**src/rtl/trig_pkg.sv**
```systemverilog
package trig_pkg;
   typedef enum logic [0:0] {
      TRIG_MODE_USR = 1'b0,
      TRIG_MODE_TD  = 1'b1
   } trig_mode_e;

   localparam int unsigned TRIG_CODE_BASE = 1;
endpackage

```
**src/rtl/trig_src_mux.sv**
```systemverilog
module trig_src_mux #(
   parameter int unsigned NUM_IN     = 10,
   parameter int unsigned NUM_OUT    = 10,
   parameter int unsigned CODE_W     = 8,
   parameter bit          ONEHOT_DEC = 1'b1
) (
   input  logic [CODE_W-1:0]  sel_code,
   input  logic [NUM_IN-1:0]  din_bits,
   input  logic [NUM_OUT-1:0] dout_bits,
   input  logic               usr_ctl_bit,
   output logic               sel_sig
);
   import trig_pkg::*;

   localparam int unsigned NUM_SRC   = NUM_IN + NUM_OUT + 1;
   localparam int unsigned FIRST_CODE = TRIG_CODE_BASE;
   localparam int unsigned LAST_CODE  = TRIG_CODE_BASE + NUM_SRC - 1;
   localparam int unsigned IDX_W      = (NUM_SRC > 1) ? $clog2(NUM_SRC) : 1;

   logic [NUM_SRC-1:0] cand;
   assign cand = {usr_ctl_bit, dout_bits, din_bits};

   generate
      if (ONEHOT_DEC) begin : g_onehot
         logic [NUM_SRC-1:0] hit;
         for (genvar i = 0; i < NUM_SRC; i++) begin : g_src
            assign hit[i] = cand[i] & (sel_code == CODE_W'(FIRST_CODE + i));
         end
         assign sel_sig = |hit;
      end else begin : g_index
         logic              in_range;
         logic [CODE_W-1:0] offs;
         assign in_range = (sel_code >= CODE_W'(FIRST_CODE)) &&
                           (sel_code <= CODE_W'(LAST_CODE));
         assign offs     = sel_code - CODE_W'(FIRST_CODE);
         assign sel_sig  = in_range ? cand[offs[IDX_W-1:0]] : 1'b0;
      end
   endgenerate
endmodule

```
**src/rtl/trig_rise_det.sv**
```systemverilog
module trig_rise_det (
   input  logic clk,
   input  logic rst,
   input  logic lvl,
   output logic rise
);
   logic hist_q;

   always_ff @(posedge clk) begin
      if (rst) hist_q <= 1'b0;
      else     hist_q <= lvl;
   end

   assign rise = lvl & ~hist_q;
endmodule

```
**src/rtl/trig_sr_flag.sv**
```systemverilog
module trig_sr_flag #(
   parameter bit SET_WINS = 1'b1
) (
   input  logic clk,
   input  logic rst,
   input  logic set_i,
   input  logic clr_i,
   output logic flag
);
   logic flag_q;

   generate
      if (SET_WINS) begin : g_set_dom
         always_ff @(posedge clk) begin
            if (rst)        flag_q <= 1'b0;
            else if (set_i) flag_q <= 1'b1;
            else if (clr_i) flag_q <= 1'b0;
         end
      end else begin : g_clr_dom
         always_ff @(posedge clk) begin
            if (rst)        flag_q <= 1'b0;
            else if (clr_i) flag_q <= 1'b0;
            else if (set_i) flag_q <= 1'b1;
         end
      end
   endgenerate

   assign flag = flag_q;
endmodule

```
**src/rtl/logend_trig_gen.sv**
```systemverilog
module logend_trig_gen #(
   parameter int unsigned NUM_IN     = 10,
   parameter int unsigned NUM_OUT    = 10,
   parameter int unsigned CODE_W     = 8,
   parameter bit          ONEHOT_DEC = 1'b1,
   parameter bit          TD_SET_WINS = 1'b1
) (
   input  logic               clk,
   input  logic               rst,
   input  logic [CODE_W-1:0]  sel_code,
   input  logic [NUM_IN-1:0]  din_bits,
   input  logic [NUM_OUT-1:0] dout_bits,
   input  logic               usr_ctl_bit,
   input  logic               td_set,
   input  logic               td_clr,
   input  logic               mode_td,
   output logic               end_trig
);
   import trig_pkg::*;

   localparam int unsigned NUM_SRC  = NUM_IN + NUM_OUT + 1;
   localparam int unsigned MAX_CODE = (1 << CODE_W) - 1;

   generate
      if (NUM_IN < 1 || NUM_OUT < 1) begin : g_bad_width
         $error("logend_trig_gen: source counts must be at least 1");
      end
      if (TRIG_CODE_BASE + NUM_SRC - 1 > MAX_CODE) begin : g_bad_code
         $error("logend_trig_gen: select code too narrow for source pool");
      end
   endgenerate

   logic sel_sig;
   logic usr_pulse;
   logic td_flag;
   logic td_pulse;
   logic trig_d;
   logic trig_q;

   trig_src_mux #(
      .NUM_IN     (NUM_IN),
      .NUM_OUT    (NUM_OUT),
      .CODE_W     (CODE_W),
      .ONEHOT_DEC (ONEHOT_DEC)
   ) u_mux (
      .sel_code    (sel_code),
      .din_bits    (din_bits),
      .dout_bits   (dout_bits),
      .usr_ctl_bit (usr_ctl_bit),
      .sel_sig     (sel_sig)
   );

   trig_rise_det u_usr_edge (
      .clk  (clk),
      .rst  (rst),
      .lvl  (sel_sig),
      .rise (usr_pulse)
   );

   trig_sr_flag #(
      .SET_WINS (TD_SET_WINS)
   ) u_td_flag (
      .clk   (clk),
      .rst   (rst),
      .set_i (td_set),
      .clr_i (td_clr),
      .flag  (td_flag)
   );

   trig_rise_det u_td_edge (
      .clk  (clk),
      .rst  (rst),
      .lvl  (td_flag),
      .rise (td_pulse)
   );

   always_comb begin
      trig_d = usr_pulse;
      if (trig_mode_e'(mode_td) == TRIG_MODE_TD) trig_d = td_pulse;
   end

   always_ff @(posedge clk) begin
      if (rst) trig_q <= 1'b0;
      else     trig_q <= trig_d;
   end

   assign end_trig = trig_q;
endmodule

```
**config.mk**
```make
export PLATFORM = sky130hd
export DESIGN_NAME = logend_trig_gen
export DESIGN_NICKNAME = d
export VERILOG_FILES = /design/src/rtl/trig_pkg.sv /design/src/rtl/trig_src_mux.sv /design/src/rtl/trig_rise_det.sv /design/src/rtl/trig_sr_flag.sv /design/src/rtl/logend_trig_gen.sv
export SDC_FILE = /design/constraint.sdc
export NUM_CORES = 1
export LEC_CHECK = 0
export CAP_MARGIN = 20
export CORE_AREA = 2 2 39 41
export DETAILED_ROUTE_END_ITERATION = 12
export DIE_AREA = 0 0 41 43
export DONT_BUFFER_PORTS = 1
export SLEW_MARGIN = 20
export SYNTH_ARGS = -nofsm -noshare
export SYNTH_HDL_FRONTEND = slang
export SYNTH_SLANG_ARGS = --single-unit
```
**constraint.sdc**
```tcl
create_clock -name clk -period 2.9 [get_ports clk]
set_clock_uncertainty 0.05 [all_clocks]
set_input_delay 0.58 -clock clk [delete_from_list [all_inputs] [get_ports clk]]
set_output_delay 0.58 -clock clk [all_outputs]
set_load 0.005 [all_outputs]
```
==> results of run 1 <==
cell type report:
| class | instances | area, um^2 | share of cell area (%) |
|---|---|---|---|
| clock buffer | 3 | 22.5 | 5.29 |
| inverter | 3 | 11.3 | 2.65 |
| multi-input combinational | 38 | 292 | 68.5 |
| sequential | 4 | 80.1 | 18.8 |
| tap | 16 | 20.0 | 4.71 |
layer usage:
| metal | vias to the layer above | wire length [um] |
|---|---|---|
| met4 | 0 | 0 |
| li1 | 189 | - |
| met5 | - | 0 |
| met3 | 0 | 97 |
| met2 | 22 | 456 |
| met1 | 177 | 369 |
power by group through the flow:
stage	Combinational, W	Sequential [W]	Clock [W]
floorplan	0.0000272	0.0000592	0
global placement	0.0000224	0.0000595	0
detailed placement	0.0000227	0.0000595	0
CTS	0.0000228	0.0000586	0.0000736
global route	0.0000251	0.0000588	0.0000782
finish	0.0000223	0.0000586	0.0000707
worst paths after layout:
kind                            slack [ns]                   startpoint                           end  cells past startpoint
worst max-delay path                  1.38                  sel_code[7]  u_usr_edge.hist_q$_SDFF_PP0_                      5
worst min-delay path                  0.36                          rst  u_usr_edge.hist_q$_SDFF_PP0_                      1
worst max register to register        2.00  u_td_flag.flag$_SDFFE_PP0P_           end_trig$_SDFF_PP0_                      3
worst min register to register        0.43  u_td_flag.flag$_SDFFE_PP0P_   u_td_edge.hist_q$_SDFF_PP0_                      1
stage by stage:
stage	hold WS (ns)	setup slack (ns)	area (um^2)	utilization, %	cells
after CTS	0.353	1.35	425	30.7	64
after global placement	0.408	1.17	403	29.1	61
after floorplan	0.393	1.17	409	-	48
after global routing	0.345	1.30	425	30.7	64
final	0.358	1.38	425	30.7	64
after detailed placement	0.422	1.10	403	29.1	61
worst reg2reg max path: stages, from the launching register on:
cell and delay (ns):
dfxtp_1 0.30, nor2b_1 0.13, and3b_1 0.17, a21o_1 0.15
kinds of logic after synthesis:
family                 share of synthesized area [%]
AOI/OAI and AO/OA                               21.7
buffers and inverters                           9.17
DFF                                             19.6
muxes                                           17.1
and+or+nand+nor                                 32.4
cells in the mapped netlist, types with 2 or more instances:
| master | n | share of area, % |
|---|---|---|
| o211ai_1 | 2 | 3.7 |
| dfxtp_1 | 4 | 20 |
| a2111oi_0 | 2 | 4.3 |
| nand3b_1 | 3 | 5.5 |
| nor2b_1 | 2 | 3.1 |
| inv_1 | 3 | 2.8 |
| nand4bb_1 | 2 | 5.5 |
| a21oi_1 | 2 | 2.4 |
| nor2_1 | 3 | 2.8 |
| buf_4 | 2 | 3.7 |
| nand4b_1 | 2 | 4.3 |
| mux2i_1 | 7 | 17 |
registers in the layout, indices dropped and copies added, names as in the netlist:
name	cells
u_td_edge.hist_q	1
u_usr_edge.hist_q	1
u_td_flag.flag	1
end_trig	1
==> impl_metrics.sql, run 1 <==
INSERT INTO impl_metrics (metric_group, metric, value, unit) VALUES
('setup_path', 'critPathSlowestCell', 'or3_1', ''),
('grt', 'wire_length_of_the_first_global_routing_pass', '1430', 'um'),
('setup_path', 'arrival', '1.65', 'ns'),
('synthesis', 'post_synthesis_sequential_element_count', '4', ''),
('floorplan', 'dieArea', '1760', 'um^2'),
('floorplan', 'placeableCoreArea', '1380', 'um^2'),
('power_and_ir_drop', 'power.density_cell_area', '356', 'nW/um^2'),
('sta', 'timing.setup.tns', '0', 'ns'),
('clocking', 'htree_levels', '1', ''),
('setup_path', 'worstSetupEndpointType', 'flip-flop', ''),
('route', 'drt_drc_violations_left', '0', ''),
('route', 'vias_per_cell', '6.06', ''),
('cells_and_area', 'layout_commonest_cell', 'mux2i_1', ''),
('cells_and_area', 'finish.net_count', '84', ''),
('synthesis', 'synth.yosys.seq_area_share', '19.6', '%'),
('placement', 'place.detailed.hpwl', '769', 'um'),
('power_and_ir_drop', 'pwr-share-comb', '14.7', '%'),
('cells_and_area', 'fill_cells', '159', ''),
('grt', 'grt_use_total', '12.2', '%'),
('clocking', 'postCtsSetupBuffers', '0', ''),
('power_and_ir_drop', 'internal_dissipation', '0.000118', 'W'),
('setup_path', 'worstPathMaxFanout', '3', ''),
('sta', 'final_min_period_over_clock_period', '52.5', '%'),
('grt', 'grt_antenna_before_repair', '0', ''),
('run', 'max-cap-violations', '0', ''),
('power_and_ir_drop', 'power_frac_clock', '46.6', '%'),
('setup_path', 'path_cells', 'or3_1 > a2111oi_0 > a41oi_1 > o311ai_1 > nor2b_1', ''),
('clocking', 'clock_tree_from_tritoncts', 'done', ''),
('power_and_ir_drop', 'p_total', '0.000151', 'W'),
('grt', 'overflow', '0', ''),
('synthesis', 'synth_cell_types', '26', ''),
('sta', 'finalCriticalPeriod', '1.52', 'ns'),
('grt', 'groute.layer.met2.usage', '17.5', '%'),
('sta', 'hold_violations', '0', ''),
('floorplan', 'placementRows', '14', ''),
('route', 'route.antenna.remaining_nets', '0', ''),
('cells_and_area', 'layout.cells.most_common_list', 'mux2i_1, dfxtp_1', ''),
('floorplan', 'io-pin-count', '35', ''),
('sta', 'grt_setup_unrepaired', 'no', ''),
('floorplan', 'die_h', '43', 'um'),
('setup_path', 'crit_path_launch_type', 'input pin', ''),
('synthesis', 'synth_async_sr_flop_share', '0', '%'),
('grt', 'grt_pass1_vias', '376', ''),
('floorplan', 'initial_core_util', '29.6', '%'),
('sta', 'final-max-slew-violation-count', '0', ''),
('clocking', 'cts_hold_repair.buffers', '0', ''),
('hold_path', 'worstHoldPathType', 'in -> reg', ''),
('cells_and_area', 'count_of_inserted_antenna_diode_cells', '0', ''),
('clocking', 'clock_tree.root_cell', 'clkbuf_4', ''),
('clocking', 'clk_pin_slew_worst_paths', '0.04', 'ns'),
('clocking', 'clockBufferDepth', '2', ''),
('cells_and_area', 'drive_above_1_share', '6.25', '%'),
('run_status', 'status', 'finished clean', ''),
('setup_path', 'timing.critical_path.required', '3.03', 'ns'),
('sta', 'tightest_slew', '0.428', 'ns'),
('synthesis', 'synth.net_count', '82', ''),
('setup_path', 'timing_worst_setup_path_type', 'in -> reg', ''),
('power_and_ir_drop', 'switching_power', '0.0000333', 'W'),
('setup_path', 'worst_path_largest_cell_delay', '0.40', 'ns'),
('placement', 'port-buffer-count', '0', ''),
('route', 'drt-total-wl', '923', 'um'),
('synthesis', 'ys_warn_count', '0', ''),
('clocking', 'tritoncts.num_buffers', '3', ''),
('power_and_ir_drop', 'vdd_ir_drop_max', '0.000236', 'V'),
('synthesis', 'post_synth.cell_area_avg', '8.52', 'um^2'),
('placement', 'gp_congestion', '0.616', ''),
('route', 'first_iter_violations', '3', ''),
('power_and_ir_drop', 'leakagePower', '0.164', 'nW'),
('cells_and_area', 'area_growth', '3.98', '%'),
('grt', 'global_route.usage.met3', '7.33', '%'),
('route', 'num_vias', '388', '');
Power figures use the tool's default switching activity.
==> run 2, diff against run 1 <==
--- a/config.mk
+++ b/config.mk
@@ -5,6 +5,7 @@
 export SDC_FILE = /design/constraint.sdc
 export NUM_CORES = 1
 export LEC_CHECK = 0
+export ABC_AREA = 1
 export CAP_MARGIN = 20
 export CORE_AREA = 2 2 39 41
 export DETAILED_ROUTE_END_ITERATION = 12
==> constraint.sdc (replaced) <==
create_clock -name clk -period 1.2 [get_ports clk]
set_clock_uncertainty 0.05 [all_clocks]
set_input_delay 0.24 -clock clk [delete_from_list [all_inputs] [get_ports clk]]
set_output_delay 0.24 -clock clk [all_outputs]
set_load 0.005 [all_outputs]
==> run 2 against run 1 <==
Via count up 30%. Sequential share of layout area down 3.4 points. Wire length up 20%. Global-route usage up 3.1 points. Total power up 150%. Synthesized cell count up 79%. Largest power group unchanged. Die area unchanged. Largest cell class unchanged. Setup slack worse by 1.0 ns. Highest routed layer unchanged. Flip-flop and latch count unchanged.
==> impl_metrics.sql, run 2 <==
INSERT INTO impl_metrics (metric_group, metric, value, unit) VALUES
('sta', 'tightest_slew', '0.260', 'ns'),
('synthesis', 'ys_warn_count', '0', ''),
('cells_and_area', 'layout.cells.most_common_list', 'nand2_1, nand3_1, inv_1', ''),
('placement', 'place.detailed.hpwl', '969', 'um'),
('clocking', 'clk_pin_slew_worst_paths', '0.04', 'ns'),
('clocking', 'cts_hold_repair.buffers', '0', ''),
('cells_and_area', 'layout_commonest_cell', 'nand2_1', ''),
('setup_path', 'timing.critical_path.required', '1.32', 'ns'),
('run_status', 'status', 'finished clean', ''),
('clocking', 'post_cts_gate_resize_count', '0', ''),
('synthesis', 'yosys.area_share.adder', '0', '%'),
('synthesis', 'netlist_top_cells_count', 'nand2_1, nand3_1, inv_1', ''),
('route', 'first_iter_violations', '5', ''),
('sta', 'final_min_period_over_clock_period', '71.8', '%'),
('sta', 'achievable-frequency', '1.16', 'GHz'),
('placement', 'port-buffer-count', '0', ''),
('sta', 'hold_violations', '0', ''),
('route', 'drt_drc_violations_left', '0', ''),
('floorplan', 'dieArea', '1760', 'um^2'),
('setup_path', 'path_cells', 'nor2_2 > inv_1 > nor2_1 > nand2_1 > nand2_2 > nor2_2 > nand3_2 > nand3_2 > nand2_1', ''),
('setup_path', 'r2r_slack', '0.50', 'ns'),
('run', 'max-cap-violations', '0', ''),
('grt', 'grt_antenna_before_repair', '0', ''),
('cells_and_area', 'drive_above_1_share', '19.3', '%'),
('synthesis', 'synth_top_family_by_area', 'simple AND/OR/NAND/NOR gates', ''),
('power_and_ir_drop', 'vdd_ir_drop_max', '0.000374', 'V'),
('synthesis', 'synth_top_area_cell', 'nand3_1', ''),
('floorplan', 'io-pin-count', '35', ''),
('synthesis', 'post_synth_instance_area', '488', 'um^2'),
('clocking', 'clockBufferDepth', '2', ''),
('setup_path', 'arrival', '0.99', 'ns'),
('setup_path', 'worst_r2r_path_depth', '4', ''),
('setup_path', 'worst_path_largest_cell_delay', '0.22', 'ns'),
('cells_and_area', 'fill_cells', '167', ''),
('synthesis', 'synth.yosys.seq_area_share', '16.4', '%'),
('synthesis', 'post_synthesis_sequential_element_count', '4', ''),
('synthesis', 'yosys-top-cells-area', 'nand3_1, nand2_1, dfxtp_1', ''),
('synthesis', 'synth.net_count', '120', ''),
('synthesis', 'post_synth.cell_area_avg', '5.67', 'um^2'),
('placement', 'gp_congestion', '0.721', ''),
('setup_path', 'worstReg2RegEnd', 'end_trig$_SDFF_PP0_', ''),
('power_and_ir_drop', 'leakagePower', '0.303', 'nW'),
('synthesis', 'synth-edff-count', '0', ''),
('grt', 'grt_use_total', '15.3', '%'),
('route', 'drt-total-wl', '1110', 'um'),
('sta', 'final-max-slew-violation-count', '0', ''),
('route', 'route.antenna.remaining_nets', '0', ''),
('setup_path', 'crit_path_launch_type', 'input pin', ''),
('synthesis', 'synth_async_sr_flop_share', '0', '%'),
('setup_path', 'worstSetupEndpointType', 'flip-flop', ''),
('cells_and_area', 'stdcell_area', '519', 'um^2'),
('clocking', 'clock_tree.root_cell', 'clkbuf_4', ''),
('grt', 'wire_length_of_the_first_global_routing_pass', '1900', 'um'),
('clocking', 'postCtsSetupBuffers', '0', ''),
('synthesis', 'post_synthesis_mux_area_share', '0', '%'),
('floorplan', 'initial_core_util', '35.3', '%'),
('route', 'tritonroute_pass_1_iters', '4', ''),
('grt', 'overflow', '0', ''),
('cells_and_area', 'count_of_inserted_antenna_diode_cells', '0', ''),
('sta', 'max_slew_margin', '82.6', '%'),
('clocking', 'tritoncts.num_buffers', '3', ''),
('route', 'wire_per_inst', '10.6', 'um'),
('clocking', 'htree_levels', '1', ''),
('sta', 'finalCriticalPeriod', '0.862', 'ns'),
('route', 'num_vias', '504', ''),
('clocking', 'clock_tree_from_tritoncts', 'done', ''),
('sta', 'timing.final.setup_violations', '0', ''),
('sta', 'grt_setup_unrepaired', 'no', ''),
('grt', 'grt_pass1_vias', '501', ''),
('synthesis', 'synth_top_area_share', '21.5', '%'),
('cells_and_area', 'fin_util', '37.5', '%'),
('synthesis', 'synth_cell_types', '16', ''),
('hold_path', 'worstHoldPathType', 'in -> reg', ''),
('setup_path', 'critPathSlowestCell', 'nor2_2', ''),
('cells_and_area', 'area_growth', '6.41', '%'),
('hold_path', 'whs_path_depth', '1', ''),
('sta', 'timing.setup.tns', '0', 'ns'),
('floorplan', 'placementRows', '14', ''),
('floorplan', 'die_h', '43', 'um'),
('setup_path', 'critical_path.reg2reg.startpoint', 'u_td_flag.flag$_SDFFE_PP0P_', ''),
('cells_and_area', 'finish.net_count', '124', ''),
('clocking', 'clk_latency_worst_skew_pair', '0.23', 'ns'),
('placement', 'placed_cell_area', '497', 'um^2'),
('floorplan', 'chipWidth', '41', 'um'),
('synthesis', 'post_synth_and_or_nand_nor_area_fraction', '63.8', '%'),
('grt', 'grt_max_degree', '9', ''),
('setup_path', 'worstPathMaxFanout', '7', ''),
('synthesis', 'synth-xor-area-share', '0', '%'),
('power_and_ir_drop', 'power.density_cell_area', '727', 'nW/um^2'),
('synthesis', 'synth_cells', '86', ''),
('synthesis', 'synth_compound_gate_area_share', '5.13', '%'),
('synthesis', 'synthFlopType', 'dfxtp_1', ''),
('clocking', 'clock_sink_count', '4', ''),
('route', 'vias_per_cell', '4.85', ''),
('hold_path', 'min-delay-start', 'td_clr', ''),
('floorplan', 'placeableCoreArea', '1380', 'um^2'),
('setup_path', 'timing_worst_setup_path_type', 'in -> reg', ''),
('hold_path', 'hold-path-endpoint', 'u_td_flag.flag$_SDFFE_PP0P_', ''),
('synthesis', 'yosysMostFrequentCell', 'nand2_1', '');
run 2: changes by cell type after synthesis, sizes merged, moves of 2 or more:
cell | before | now
nand2 | 1 | 24
nand3 | 0 | 23
inv | 3 | 16
nor2 | 3 | 14
mux2i | 7 | 0
a2111oi | 2 | 0
buf | 3 | 1
nand3b | 3 | 1
nand4b | 2 | 0
nand4bb | 2 | 0
nor2b | 2 | 0
o211ai | 2 | 0
run 2: final cells by class:
type                    instances  area [um^2]  share of cell area [%]
multi-input cells              65          337                    64.8
clock buffers                   3         22.5                    4.34
well taps                      16         20.0                    3.86
flip-flops and latches          4         80.1                    15.4
inverters                      16         60.1                    11.6
run 2: power by group:
part	internal (W)	switching (W)
Clock	0.000111	0.0000487
Sequential	0.000140	0.00000156
Combinational	0.0000284	0.0000472
Total	0.000280	0.0000975
run 2: per-stage QoR:
stage	setup WS (ns)	instances	power [W]	hold WS, ns
after detailed placement	0.0936	101	0.000220	0.309
after CTS	0.336	104	0.000386	0.0641
after global placement	0.121	101	0.000219	0.303
after global routing	0.220	104	0.000412	0.0670
final	0.338	104	0.000378	0.0698
after floorplan	0.105	86	0.000215	0.301
run 2: logic make-up (layout without fill, tap and decap cells):
group                  Yosys count  count (layout)
AOI/OAI and AO/OA                3               3
buffers and inverters           17              19
and+or+nand+nor                 62              62
DFF                              4               4
run 2: worst max-delay path by stage:
stage          slack, ns                           end  depth (start not counted)   startpoint
4_1_cts             0.34           end_trig$_SDFF_PP0_                          9  sel_code[3]
2_1_floorplan       0.11           end_trig$_SDFF_PP0_                         11  sel_code[1]
3_3_place_gp        0.12           end_trig$_SDFF_PP0_                          9  sel_code[3]
6_report            0.34           end_trig$_SDFF_PP0_                          9  sel_code[3]
5_1_grt             0.22  u_usr_edge.hist_q$_SDFF_PP0_                          9  sel_code[0]
3_5_place_dp        0.09           end_trig$_SDFF_PP0_                         10  sel_code[0]
run 2: worst max-delay path: cells and delay by family:
family / cells / cell delay (ns)
simple gates: 8 / 0.67
buf+inv: 1 / 0.07
run 2: per-layer routing:
| metal | share of wire [%] | vias up | track usage, % | wire, um |
|---|---|---|---|---|
| met2 | 47 | 20 | 21.3 | 516 |
| met5 | 0 | - | 0 | 0 |
| met4 | 0 | 0 | 6.00 | 0 |
| met3 | 8.4 | 0 | 6.28 | 93 |
| met1 | 45 | 207 | 20.5 | 496 |
| li1 | - | 277 | - | - |
==> run 3, diff against run 2 <==
--- a/config.mk
+++ b/config.mk
@@ -5,7 +5,7 @@
 export SDC_FILE = /design/constraint.sdc
 export NUM_CORES = 1
 export LEC_CHECK = 0
-export ABC_AREA = 1
+export ABC_AREA = 0
 export CAP_MARGIN = 20
 export CORE_AREA = 2 2 39 41
 export DETAILED_ROUTE_END_ITERATION = 12
==> constraint.sdc (replaced) <==
create_clock -name clk -period 0.9 [get_ports clk]
set_clock_uncertainty 0.05 [all_clocks]
set_input_delay 0.18 -clock clk [delete_from_list [all_inputs] [get_ports clk]]
set_output_delay 0.18 -clock clk [all_outputs]
set_load 0.005 [all_outputs]
==> run 3 against run 2 <==
The flow now finishes with violations (negative setup slack). Largest power group unchanged. Flip-flop and latch count stayed put. Global-route usage is 4.1 points lower. First-iteration DRC count stayed put. Critical path depth is 4 lower. Sequential power is 33% higher. Wire length is 5.9% lower. Hold slack worse by 0.044 ns. Register-to-register slack worse by 0.51 ns. Combinational power is 31% higher.
==> impl_metrics.sql, run 3 (same netlist as run 1, synthesis figures left out) <==
INSERT INTO impl_metrics (metric_group, metric, value, unit) VALUES
('power_and_ir_drop', 'p_total', '0.000504', 'W'),
('sta', 'fin_ws', '-0.164', 'ns'),
('floorplan', 'initial_core_util', '29.6', '%'),
('route', 'wire_per_inst', '16.0', 'um'),
('setup_path', 'critPathSlowestCell', 'o41ai_2', ''),
('run', 'max-cap-violations', '0', ''),
('cells_and_area', 'finish.net_count', '85', ''),
('power_and_ir_drop', 'power_frac_clock', '42.8', '%'),
('power_and_ir_drop', 'vdd_ir_drop_max', '0.000400', 'V'),
('route', 'tritonroute_pass_1_iters', '3', ''),
('route', 'drt_drc_violations_left', '0', ''),
('setup_path', 'arrival', '1.13', 'ns'),
('placement', 'port-buffer-count', '0', ''),
('power_and_ir_drop', 'internal_dissipation', '0.000395', 'W'),
('power_and_ir_drop', 'leakagePower', '0.190', 'nW'),
('floorplan', 'chipWidth', '41', 'um'),
('clocking', 'htree_levels', '1', ''),
('power_and_ir_drop', 'switching_share_of_total_power', '21.6', '%'),
('sta', 'finalCriticalPeriod', '1.06', 'ns'),
('clocking', 'postCtsSetupBuffers', '0', ''),
('cells_and_area', 'area_growth', '25.1', '%'),
('route', 'route.antenna.remaining_nets', '0', ''),
('clocking', 'clock_tree_from_tritoncts', 'done', ''),
('power_and_ir_drop', 'pwr-share-comb', '19.6', '%'),
('power_and_ir_drop', 'switching_power', '0.000109', 'W'),
('grt', 'grt_use_total', '11.2', '%'),
('setup_path', 'worst_path_largest_cell_delay', '0.35', 'ns'),
('grt', 'wire_length_of_the_first_global_routing_pass', '1390', 'um'),
('sta', 'tightest_slew', '0.332', 'ns'),
('clocking', 'clock_tree.root_cell', 'clkbuf_4', ''),
('placement', 'place.detailed.hpwl', '758', 'um'),
('clocking', 'tritoncts.num_buffers', '3', ''),
('floorplan', 'dieArea', '1760', 'um^2'),
('route', 'vias_per_cell', '6.03', ''),
('setup_path', 'crit_path_launch_type', 'input pin', ''),
('sta', 'timing.setup.tns', '-0.312', 'ns'),
('route', 'drt-total-wl', '1040', 'um'),
('grt', 'grt_antenna_before_repair', '0', ''),
('route', 'num_vias', '392', ''),
('setup_path', 'timing.critical_path.required', '0.97', 'ns'),
('grt', 'overflow', '0', ''),
('sta', 'final_min_period_over_clock_period', '118', '%'),
('cells_and_area', 'drive_above_1_share', '24.5', '%'),
('sta', 'max_slew_margin', '77.8', '%'),
('grt', 'grt_pass1_vias', '389', ''),
('clocking', 'clockBufferDepth', '2', ''),
('clocking', 'clk_latency_worst_skew_pair', '0.23', 'ns'),
('hold_path', 'worstHoldPathType', 'in -> reg', ''),
('power_and_ir_drop', 'power.density_cell_area', '985', 'nW/um^2'),
('floorplan', 'die_h', '43', 'um'),
('cells_and_area', 'count_of_inserted_antenna_diode_cells', '0', ''),
('setup_path', 'timing_worst_setup_path_type', 'in -> reg', ''),
('placement', 'pre_cts_ws', '-0.424', 'ns'),
('run_status', 'status', 'complete, but fails checks', ''),
('clocking', 'clk_pin_slew_worst_paths', '0.04', 'ns'),
('cells_and_area', 'layout_commonest_cell', 'mux2i_1', ''),
('sta', 'hold_violations', '0', ''),
('clocking', 'clock_sink_count', '4', ''),
('sta', 'grt_setup_unrepaired', 'yes', ''),
('cells_and_area', 'layout.cells.most_common_list', 'mux2i_1, dfxtp_1, inv_1, nand3b_1, clkbuf_4', ''),
('floorplan', 'placementRows', '14', ''),
('setup_path', 'worstPathMaxFanout', '11', ''),
('route', 'first_iter_violations', '5', ''),
('floorplan', 'placeableCoreArea', '1380', 'um^2'),
('run_status', 'violations', 'negative setup slack', ''),
('cells_and_area', 'stdcell_count', '65', ''),
('sta', 'timing.final.setup_violations', '2', ''),
('setup_path', 'worstSetupEndpointType', 'flip-flop', ''),
('grt', 'grt_max_degree', '12', ''),
('setup_path', 'path_cells', 'mux2i_4 > nor4b_2 > o41ai_2 > o311ai_2 > a21o_1', ''),
('sta', 'final-max-slew-violation-count', '0', ''),
('placement', 'gp_congestion', '0.611', ''),
('placement', 'placed_cells', '61', ''),
('power_and_ir_drop', 'seq_power_share', '37.5', '%'),
('sta', 'achievable-frequency', '0.940', 'GHz'),
('floorplan', 'io-pin-count', '35', '');
## run 3: timing repair
action,in CTS,in global routing
endpoints found under the setup margin,2,2
hold endpoints to repair,3,0
gates resized for setup,2,10
pin swaps,2,4
hold buffers,1,0
cloned,0,0
## run 3: power groups by stage
stage | Combinational [W] | Sequential (W) | Clock, W
floorplan | 0.0000930 | 0.000191 | 0
global placement | 0.0000712 | 0.000192 | 0
detailed placement | 0.0000732 | 0.000192 | 0
CTS | 0.0000819 | 0.000189 | 0.000229
global route | 0.000108 | 0.000190 | 0.000232
finish | 0.0000990 | 0.000189 | 0.000216
## run 3: area by class of cell
class                           count  area (um^2)
Clock buffer                        3         22.5
Fill cell                         158          872
Inverter                            3         11.3
Multi-Input combinational cell     38          365
Sequential cell                     4         80.1
Tap cell                           16         20.0
Timing Repair Buffer                1         12.5
## run 3: metrics by stage
| stage | hold WS (ns) | instance area, um^2 | util [%] |
|---|---|---|---|
| 2_1_floorplan | 0.202 | 423 | - |
| 3_3_place_gp | 0.203 | 409 | 29.6 |
| 3_5_place_dp | 0.205 | 409 | 29.6 |
| 4_1_cts | 0.0164 | 459 | 33.2 |
| 5_1_grt | 0.0440 | 512 | 37.0 |
| 6_report | 0.0261 | 512 | 37.0 |
## run 3: worst paths after layout
| kind | start | end | slack [ns] | cells past startpoint |
|---|---|---|---|---|
| worst max-delay path | sel_code[0] | end_trig$_SDFF_PP0_ | -0.16 | 5 |
| worst min-delay path | td_set | u_td_flag.flag$_SDFFE_PP0P_ | 0.03 | 2 |
| worst min register to register | u_td_flag.flag$_SDFFE_PP0P_ | u_td_edge.hist_q$_SDFF_PP0_ | 0.43 | 1 |
| worst max register to register | u_td_flag.flag$_SDFFE_PP0P_ | end_trig$_SDFF_PP0_ | -0.01 | 3 |
## run 3: worst max-delay path: cells and delay by family
kind	cells	cell delay (ns)
AOI/OAI and AO/OA	3	0.68
and+or+nand+nor	1	0.07
muxes	1	0.19
## run 3: layer usage
layer	global-route usage (%)	vias to the layer above	share of wire, %
li1	-	191	-
met1	12.5	187	40
met2	20.0	14	54
met3	0	0	6.0
met4	6.00	0	0
met5	0	-	0
